**config.mk**
```make
export PLATFORM = sky130hd
export DESIGN_NAME = dram_dline_ctrl
export DESIGN_NICKNAME = d
export VERILOG_FILES = /design/src/rtl/dl_pkg.sv /design/src/rtl/dl_addr_map.sv /design/src/rtl/dl_refresh.sv /design/src/rtl/dl_seq.sv /design/src/rtl/dram_dline_ctrl.sv
export SDC_FILE = /design/constraint.sdc
export NUM_CORES = 1
export LEC_CHECK = 0
export ABC_AREA = 1
export ABC_CLOCK_PERIOD_IN_PS = 7090
export BUFFER_PORTS_ARGS = -buffer_cell sky130_fd_sc_hd__buf_4
export CAP_MARGIN = 30
export CORE_ASPECT_RATIO = 1.5
export CORE_MARGIN = 4
export CORE_UTILIZATION = 40
export DETAILED_ROUTE_END_ITERATION = 7
export GPL_TIMING_DRIVEN = 0
export SLEW_MARGIN = 20
export SYNTH_ARGS = -nofsm -noshare
export SYNTH_HDL_FRONTEND = slang
export SYNTH_SLANG_ARGS = --single-unit
```
**constraint.sdc**
```tcl
create_clock -name clk -period 7.09 [get_ports clk]
set_input_delay 0.709 -clock clk [delete_from_list [all_inputs] [get_ports clk]]
set_output_delay 0.709 -clock clk [all_outputs]
set_load 0.05 [all_outputs]
```
**src/rtl/dl_pkg.sv**
```systemverilog
package dl_pkg;
   typedef enum logic [2:0] {
      ST_IDLE,
      ST_ROW,
      ST_CH,
      ST_CL,
      ST_PRE,
      ST_REF
   } dl_state_e;
endpackage

```
**src/rtl/dl_addr_map.sv**
```systemverilog
module dl_addr_map #(
   parameter int A_W    = 9,
   parameter int NI_W   = 2,
   parameter int LINE_W = 14,
   localparam int WA_W  = 2*A_W - NI_W,
   localparam int CH_W  = A_W - NI_W
) (
   input  logic              clk,
   input  logic              rst_n,
   input  logic              frame_tick,
   input  logic [WA_W-1:0]   base,
   input  logic [LINE_W-1:0] delay,
   input  logic              is_wr,
   input  logic              big,
   output logic [A_W-1:0]    row,
   output logic [CH_W-1:0]   col_hi
);
   logic [LINE_W-1:0] wptr;
   logic [LINE_W-1:0] off;
   logic [WA_W-1:0]   off_ext;
   logic [WA_W-1:0]   waddr;

   if (LINE_W > WA_W - 2) begin : g_bad_line
      $error("dl_addr_map: LINE_W must fit the smaller organisation");
   end

   always_ff @(posedge clk or negedge rst_n) begin
      if (!rst_n)          wptr <= '0;
      else if (frame_tick) wptr <= wptr + 1'b1;
   end

   assign off = is_wr ? wptr : wptr - delay;

   if (LINE_W < WA_W) begin : g_ext
      assign off_ext = {{(WA_W-LINE_W){1'b0}}, off};
   end else begin : g_full
      assign off_ext = off;
   end

   assign waddr = base + off_ext;

   always_comb begin
      if (big) begin
         row    = waddr[WA_W-1 -: A_W];
         col_hi = waddr[CH_W-1:0];
      end else begin
         row    = {1'b0, waddr[WA_W-3 -: A_W-1]};
         col_hi = {1'b0, waddr[CH_W-2:0]};
      end
   end
endmodule

```
**src/rtl/dl_refresh.sv**
```systemverilog
module dl_refresh #(
   parameter int A_W          = 9,
   parameter int REF_INTERVAL = 1000,
   localparam int RC_W        = $clog2(REF_INTERVAL + 1)
) (
   input  logic           clk,
   input  logic           rst_n,
   input  logic           ack,
   output logic           pend,
   output logic [A_W-1:0] row
);
   logic [RC_W-1:0] tmr;

   if (REF_INTERVAL < 64) begin : g_bad_ivl
      $error("dl_refresh: REF_INTERVAL too short to let bursts through");
   end

   always_ff @(posedge clk or negedge rst_n) begin
      if (!rst_n) begin
         tmr  <= RC_W'(REF_INTERVAL - 1);
         pend <= 1'b0;
         row  <= '0;
      end else begin
         if (tmr == '0) tmr <= RC_W'(REF_INTERVAL - 1);
         else           tmr <= tmr - 1'b1;
         if (ack) begin
            pend <= 1'b0;
            row  <= row + 1'b1;
         end else if (tmr == '0) begin
            pend <= 1'b1;
         end
      end
   end

   a_r10_ack_needs_pend: assert property (@(posedge clk) disable iff (!rst_n)
      ack |-> pend);
endmodule

```
**src/rtl/dl_seq.sv**
```systemverilog
module dl_seq
   import dl_pkg::*;
#(
   parameter int A_W      = 9,
   parameter int D_W      = 16,
   parameter int NB_W     = 4,
   parameter int T_RCD    = 4,
   parameter int T_CASH   = 2,
   parameter int T_CASL   = 2,
   parameter int T_RP     = 4,
   parameter int T_RASMIN = 16,
   localparam int NIBS    = D_W / NB_W,
   localparam int NI_W    = $clog2(NIBS),
   localparam int CH_W    = A_W - NI_W,
   localparam int CNT_W   = $clog2(T_RASMIN + T_RCD + T_RP + 1) + 1
) (
   input  logic            clk,
   input  logic            rst_n,
   input  logic            req_valid,
   output logic            req_ready,
   input  logic            req_write,
   input  logic            req_big,
   input  logic [D_W-1:0]  req_wdata,
   input  logic [A_W-1:0]  map_row,
   input  logic [CH_W-1:0] map_col_hi,
   input  logic            ref_pend,
   input  logic [A_W-1:0]  ref_row,
   output logic            ref_ack,
   output logic [D_W-1:0]  rd_data,
   output logic            done,
   output logic [A_W-1:0]  dram_a,
   output logic            dram_ras_n,
   output logic            dram_cas_n,
   output logic            dram_we_n,
   output logic            dram_oe_n,
   output logic [NB_W-1:0] dram_dq_out,
   output logic            dram_dq_oe,
   input  logic [NB_W-1:0] dram_dq_in
);
   localparam int ROWC = T_RCD - T_CASH;

   dl_state_e       state;
   logic [CNT_W-1:0] cnt;
   logic [NI_W-1:0]  nib;
   logic             is_wr;
   logic             big_q;
   logic [A_W-1:0]   row_q;
   logic [CH_W-1:0]  colhi_q;
   logic [D_W-1:0]   wdata_q;
   logic [D_W-1:0]   rd_q;
   logic [NB_W-1:0]  wlane [NIBS];
   logic             in_acc, in_col, last_cl;

   for (genvar g = 0; g < NIBS; g++) begin : g_lane
      assign wlane[g] = wdata_q[D_W-1-g*NB_W -: NB_W];
   end

   assign req_ready = (state == ST_IDLE) && !ref_pend;
   assign ref_ack   = (state == ST_IDLE) && ref_pend;
   assign last_cl   = (state == ST_CL) && (cnt == '0);

   always_ff @(posedge clk or negedge rst_n) begin
      if (!rst_n) begin
         state   <= ST_IDLE;
         cnt     <= '0;
         nib     <= '0;
         is_wr   <= 1'b0;
         big_q   <= 1'b0;
         row_q   <= '0;
         colhi_q <= '0;
         wdata_q <= '0;
         rd_q    <= '0;
         done    <= 1'b0;
      end else begin
         done <= 1'b0;
         unique case (state)
            ST_IDLE: begin
               if (ref_pend) begin
                  state <= ST_REF;
                  cnt   <= CNT_W'(T_RASMIN - 1);
                  row_q <= ref_row;
               end else if (req_valid) begin
                  state   <= ST_ROW;
                  cnt     <= CNT_W'(ROWC - 1);
                  row_q   <= map_row;
                  colhi_q <= map_col_hi;
                  is_wr   <= req_write;
                  big_q   <= req_big;
                  wdata_q <= req_wdata;
                  nib     <= '0;
               end
            end
            ST_ROW: begin
               if (cnt == '0) begin
                  state <= ST_CH;
                  cnt   <= CNT_W'(T_CASH - 1);
               end else cnt <= cnt - 1'b1;
            end
            ST_CH: begin
               if (cnt == '0) begin
                  state <= ST_CL;
                  cnt   <= CNT_W'(T_CASL - 1);
               end else cnt <= cnt - 1'b1;
            end
            ST_CL: begin
               if (cnt == '0) begin
                  if (!is_wr) begin
                     for (int k = 0; k < NIBS; k++) begin
                        if (nib == NI_W'(k)) rd_q[D_W-1-k*NB_W -: NB_W] <= dram_dq_in;
                     end
                  end
                  if (nib == NI_W'(NIBS - 1)) begin
                     state <= ST_PRE;
                     cnt   <= CNT_W'(T_RP - 1);
                     done  <= 1'b1;
                  end else begin
                     nib   <= nib + 1'b1;
                     state <= ST_CH;
                     cnt   <= CNT_W'(T_CASH - 1);
                  end
               end else cnt <= cnt - 1'b1;
            end
            ST_REF: begin
               if (cnt == '0) begin
                  state <= ST_PRE;
                  cnt   <= CNT_W'(T_RP - 1);
               end else cnt <= cnt - 1'b1;
            end
            default: begin
               if (cnt == '0) state <= ST_IDLE;
               else           cnt   <= cnt - 1'b1;
            end
         endcase
      end
   end

   assign in_col = (state == ST_CH) || (state == ST_CL);
   assign in_acc = (state == ST_ROW) || in_col;

   assign dram_ras_n  = !(in_acc || (state == ST_REF));
   assign dram_cas_n  = (state != ST_CL);
   assign dram_we_n   = !(is_wr && in_acc);
   assign dram_oe_n   = !(!is_wr && in_col);
   assign dram_dq_oe  = is_wr && in_col;
   assign dram_dq_out = wlane[nib];
   assign dram_a      = in_col ? {colhi_q, nib} :
                        ((state == ST_ROW) || (state == ST_REF)) ? row_q : '0;
   assign rd_data     = rd_q;

   // Pin-level watch counters for the timing properties below.
   logic [7:0] lo_cnt, hi_cnt;
   logic [2:0] cas_falls;
   logic       cas_d;
   always_ff @(posedge clk or negedge rst_n) begin
      if (!rst_n) begin
         lo_cnt    <= '0;
         hi_cnt    <= 8'hFF;
         cas_falls <= '0;
         cas_d     <= 1'b1;
      end else begin
         cas_d <= dram_cas_n;
         if (dram_ras_n) begin
            lo_cnt    <= '0;
            cas_falls <= '0;
            if (hi_cnt != 8'hFF) hi_cnt <= hi_cnt + 1'b1;
         end else begin
            hi_cnt <= '0;
            if (lo_cnt != 8'hFF) lo_cnt <= lo_cnt + 1'b1;
            if (cas_d && !dram_cas_n) cas_falls <= cas_falls + 1'b1;
         end
      end
   end

   a_r6_cas_in_ras: assert property (@(posedge clk) disable iff (!rst_n)
      !dram_cas_n |-> !dram_ras_n);
   a_r6_ras_low_min: assert property (@(posedge clk) disable iff (!rst_n)
      $rose(dram_ras_n) |-> (lo_cnt >= 8'(T_RASMIN)));
   a_r6_precharge: assert property (@(posedge clk) disable iff (!rst_n)
      $fell(dram_ras_n) |-> (hi_cnt >= 8'(T_RP)));
   a_r10_no_split: assert property (@(posedge clk) disable iff (!rst_n)
      $rose(dram_ras_n) |-> (cas_falls == 3'd0 || cas_falls == 3'(NIBS)));
   a_r7_no_bus_clash: assert property (@(posedge clk) disable iff (!rst_n)
      !(!dram_we_n && !dram_oe_n));
   a_r8_done_pulse: assert property (@(posedge clk) disable iff (!rst_n)
      done |=> !done);
   a_r11_accept_starts: assert property (@(posedge clk) disable iff (!rst_n)
      (req_valid && req_ready) |=> (!dram_ras_n && !req_ready));
   a_r4_small_msb: assert property (@(posedge clk) disable iff (!rst_n)
      (!big_q && in_acc) |-> !dram_a[A_W-1]);
endmodule

```
**src/rtl/dram_dline_ctrl.sv**
```systemverilog
module dram_dline_ctrl #(
   parameter int A_W          = 9,
   parameter int D_W          = 16,
   parameter int NB_W         = 4,
   parameter int LINE_W       = 14,
   parameter int T_RCD        = 4,
   parameter int T_CASH       = 2,
   parameter int T_CASL       = 2,
   parameter int T_RP         = 4,
   parameter int T_RASMIN     = 16,
   parameter int REF_INTERVAL = 1000,
   localparam int NIBS        = D_W / NB_W,
   localparam int NI_W        = $clog2(NIBS),
   localparam int WA_W        = 2*A_W - NI_W,
   localparam int CH_W        = A_W - NI_W
) (
   input  logic              clk,
   input  logic              rst_n,
   input  logic              frame_tick,
   input  logic              req_valid,
   output logic              req_ready,
   input  logic              req_write,
   input  logic              req_big,
   input  logic [WA_W-1:0]   req_base,
   input  logic [LINE_W-1:0] req_delay,
   input  logic [D_W-1:0]    req_wdata,
   output logic [D_W-1:0]    rd_data,
   output logic              done,
   output logic [A_W-1:0]    dram_a,
   output logic              dram_amsb_n,
   output logic              dram_ras_n,
   output logic              dram_cas_n,
   output logic              dram_we_n,
   output logic              dram_oe_n,
   output logic [NB_W-1:0]   dram_dq_out,
   output logic              dram_dq_oe,
   input  logic [NB_W-1:0]   dram_dq_in
);
   if (D_W != NIBS * NB_W || NIBS < 2)   begin : g_bad_width
      $error("dram_dline_ctrl: D_W must be a multiple of NB_W");
   end
   if (T_RCD < 2 || T_RCD > 5 || T_RCD <= T_CASH) begin : g_bad_rcd
      $error("dram_dline_ctrl: T_RCD out of range");
   end
   if (T_CASH < 1 || T_CASL < 1 || T_RP < 4) begin : g_bad_strobe
      $error("dram_dline_ctrl: strobe phases too short");
   end
   if (T_RCD - T_CASH + NIBS*(T_CASH+T_CASL) < T_RASMIN) begin : g_bad_ras
      $error("dram_dline_ctrl: burst shorter than minimum RAS low");
   end

   logic [A_W-1:0]  map_row, ref_row;
   logic [CH_W-1:0] map_col_hi;
   logic            ref_pend, ref_ack;

   dl_addr_map #(.A_W(A_W), .NI_W(NI_W), .LINE_W(LINE_W)) u_map (
      .clk(clk), .rst_n(rst_n), .frame_tick(frame_tick),
      .base(req_base), .delay(req_delay), .is_wr(req_write), .big(req_big),
      .row(map_row), .col_hi(map_col_hi)
   );

   dl_refresh #(.A_W(A_W), .REF_INTERVAL(REF_INTERVAL)) u_ref (
      .clk(clk), .rst_n(rst_n), .ack(ref_ack), .pend(ref_pend), .row(ref_row)
   );

   dl_seq #(
      .A_W(A_W), .D_W(D_W), .NB_W(NB_W), .T_RCD(T_RCD), .T_CASH(T_CASH),
      .T_CASL(T_CASL), .T_RP(T_RP), .T_RASMIN(T_RASMIN)
   ) u_seq (
      .clk(clk), .rst_n(rst_n),
      .req_valid(req_valid), .req_ready(req_ready), .req_write(req_write),
      .req_big(req_big), .req_wdata(req_wdata),
      .map_row(map_row), .map_col_hi(map_col_hi),
      .ref_pend(ref_pend), .ref_row(ref_row), .ref_ack(ref_ack),
      .rd_data(rd_data), .done(done),
      .dram_a(dram_a), .dram_ras_n(dram_ras_n), .dram_cas_n(dram_cas_n),
      .dram_we_n(dram_we_n), .dram_oe_n(dram_oe_n),
      .dram_dq_out(dram_dq_out), .dram_dq_oe(dram_dq_oe), .dram_dq_in(dram_dq_in)
   );

   assign dram_amsb_n = ~dram_a[A_W-1];

   a_r5_msb_inverse: assert property (@(posedge clk) disable iff (!rst_n)
      (dram_amsb_n != dram_a[A_W-1]));
endmodule

```
==> metrics <==
min Tclk post-route=3.50 ns; Post-synth ARST share=100%; H-Tree Depth=3; wire length after detailed routing=16100 um; hpwl dp=12800 um; final net count=1062; CP startpoint=u_map.wptr[6]; CTS tree=built; post-route clock period utilization=49.4%; Setup TNS=0 ns; placer congestion estimate=0.862; Peak supply drop=0.198 mV; Worst EP arrival=3.74 ns; max_cap viols=0; most common cell after layout, fill and taps aside=nand2_1; Max Clock Skew=0.00908 ns; Worst-path clk slew=0.08 ns; Die W=110 um; FP Rows=55; RSZ-0062 raised after global routing=false; Leakage=4.17 nW; IO buf count=91; GRT Resource Usage Total=18.8%; Iteration-0 DRC Markers=237; fmax=0.285 GHz; top fanout value on the critical path=7; Initial Utilization=41.1%; # Post-CTS Setup Buffers=0; number of hold buffers added after cts=0; R2R Setup Slk=3.59 ns; Setup crit end=u_seq.row_q[7]; post-synthesis adder-cell area fraction=7.85%; Root Driver=clkbuf_16; post-synthesis cell count=865; xor/xnor share of the synthesized area=4.77%; die height=161 um; library cells used by synthesis=41; routed len/inst=13.7 um; via count=5584; largest family of logic cells by synthesized area=simple AND/OR/NAND/NOR gates; setup violators final=0; Worst setup SP type=flop; drt via density=4.76; Area Overhead vs Synth=20.7%; Post-Syn Nets=959; post-cts resize count=0; register area share after synthesis=38.2%; CP Class=flop to flop; Avg Cell Area, Syn=7.22 um2; TritonCTS sink count=95; layout cells sized above 1=15.4%; post-synthesis compound-gate area fraction=10.8%; CTS Buf Count=9; reg-to-reg endpoint=u_seq.row_q[7]; most frequent cells in the layout=nand2_1, inv_1, buf_4, dfrtp_1, o21ai_0; Ys Warns=0; Power Density=375 nW/um2; status=completed; register bit total from synthesis=95; reg2reg start=u_map.wptr[6]; initial antenna violation count=0; Slew headroom=62.0%; antenna cells=0; top_reg_cell synth=dfrtp_1; core outline area=15200 um2; R2R depth=16; Final Max Slew Viols=0; die area=17700 um2; ANT nets after route=0; Final Hold Vio Count=0; Critical Path RT=7.32 ns; grt ovf=0; Design Power=2.83 mW; Post-Synth Simple-Gate Area=29.1%; first-pass GRT wire length=26500 um; worst-margin pin slew=0.567 ns; Worst Setup End Kind=flop; largest net degree at the start of global routing=96; EDFF count, synth=0; DRC=0; clk buf depth=2; layout filler cell count=1569; Hold/Removal Path Class=input port to asynchronous set/reset pin; multiplexer area fraction after synthesis=0%; worst skew pair latency=0.35 ns; Top Ports=93; vias in the first global route=5597; drt pass-1 iters=6; Mapped Area=6250 um2
[through the flow]
stage / utilization, % / setup slack, ns / instance area (um2) / hold slack [ns] / instances
5_1_grt: 49.6 / 3.29 / 7540 / 0.194 / 1172
4_1_cts: 49.4 / 3.54 / 7510 / 0.479 / 1171
6_report: 49.6 / 3.59 / 7540 / 0.191 / 1172
2_1_floorplan: - / 3.97 / 6250 / 0.413 / 865
3_5_place_dp: 47.2 / 3.23 / 7180 / 0.462 / 1155
3_3_place_gp: 47.2 / 3.22 / 7180 / 0.458 / 1155
[kinds of logic (layout without fill, tap and decap cells)]
family / count (synthesis) / after routing
AND/OR/NAND/NOR: 426 / 426
buffers and inverters: 150 / 258
AO/OA/AOI/OAI: 122 / 122
flip-flops: 95 / 95
adder cells (fa/ha/maj): 38 / 38
XOR/XNOR: 34 / 34
[worst min-delay path by stage]
stage / endpoint / slack, ns / depth (start not counted)
final: u_seq.rd_data[14] / 0.19 / 1
after detailed placement: u_ref.tmr[0] / 0.46 / 1
after CTS: u_seq.rd_data[14] / 0.48 / 1
after global placement: u_ref.tmr[0] / 0.46 / 1
after global routing: u_seq.rd_data[14] / 0.19 / 1
after floorplan: u_map.wptr[0] / 0.41 / 0
[layout make-up]
cell class | instances | area, um2 | share of cell area (%)
timing repair buffer | 92 | 714 | 9.48
sequential | 95 | 2390 | 31.7
buffer | 14 | 72.6 | 0.962
multi-input combinational | 620 | 3280 | 43.5
clock inverter | 7 | 103 | 1.36
inverter | 136 | 510 | 6.77
tap | 199 | 249 | 3.30
clock buffer | 9 | 225 | 2.99
[cells in the mapped netlist, types with 7 or more instances]
library cell    n  area share (%)
a21oi_1        33             2.6
buf_2           7            0.56
dfrtp_1        87              35
dfstp_2         8             3.4
ha_1           36             7.2
inv_1         131             7.9
nand2_1       257              15
nand3_1        62             5.0
nand4_1        11             1.1
nor2_1         62             3.7
nor3_1          7            0.56
o21ai_0        66             5.3
o22ai_1        10             1.0
xnor2_1         8             1.1
xor2_1         26             3.6
[layer usage]
layer  wire, um  share of wire, %  GRT usage, %  vias to the layer above
li1           -                 -             -                     2956
met1       6740                42          22.1                     2508
met3        542               3.4          2.16                       18
met5          0                 0             0                        -
met2       8490                53          34.8                      102
met4        289               1.8          6.18                        0
[registers in the layout, summed over array words and instances (netlist names), 3 cells and up]
| signal | count |
|---|---|
| u_seq.state | 3 |
| u_seq.rd_data | 16 |
| u_ref.tmr | 10 |
| u_seq.row_q | 9 |
| u_ref.row | 9 |
| u_map.wptr | 14 |
| u_seq.colhi_q | 7 |
| u_seq.wdata_q | 16 |
| u_seq.cnt | 6 |
[power breakdown]
group | total [mW] | switching (mW) | leakage, nW | internal, mW
Sequential | 0.824 | 0.117 | 1.13 | 0.706
Clock | 0.532 | 0.245 | 0.160 | 0.287
Combinational | 1.47 | 0.992 | 2.88 | 0.483
Total | 2.83 | 1.35 | 4.17 | 1.48
[critical path, cell delays in order, from the launching register on]
cell and delay [ns]:
dfrtp_1 0.48, ha_1 0.37, a21oi_1 0.32, o21ai_0 0.21
a21oi_1 0.24, nand3_1 0.09, nand2_1 0.07, a21oi_1 0.06
ha_1 0.41, inv_1 0.11, nor3_1 0.35, and2_1 0.18
nand2_1 0.10, nand3_1 0.10, nand3_1 0.08, nand3_1 0.14
nand2_1 0.07
Note: power is estimated with default switching activity, not from simulation.
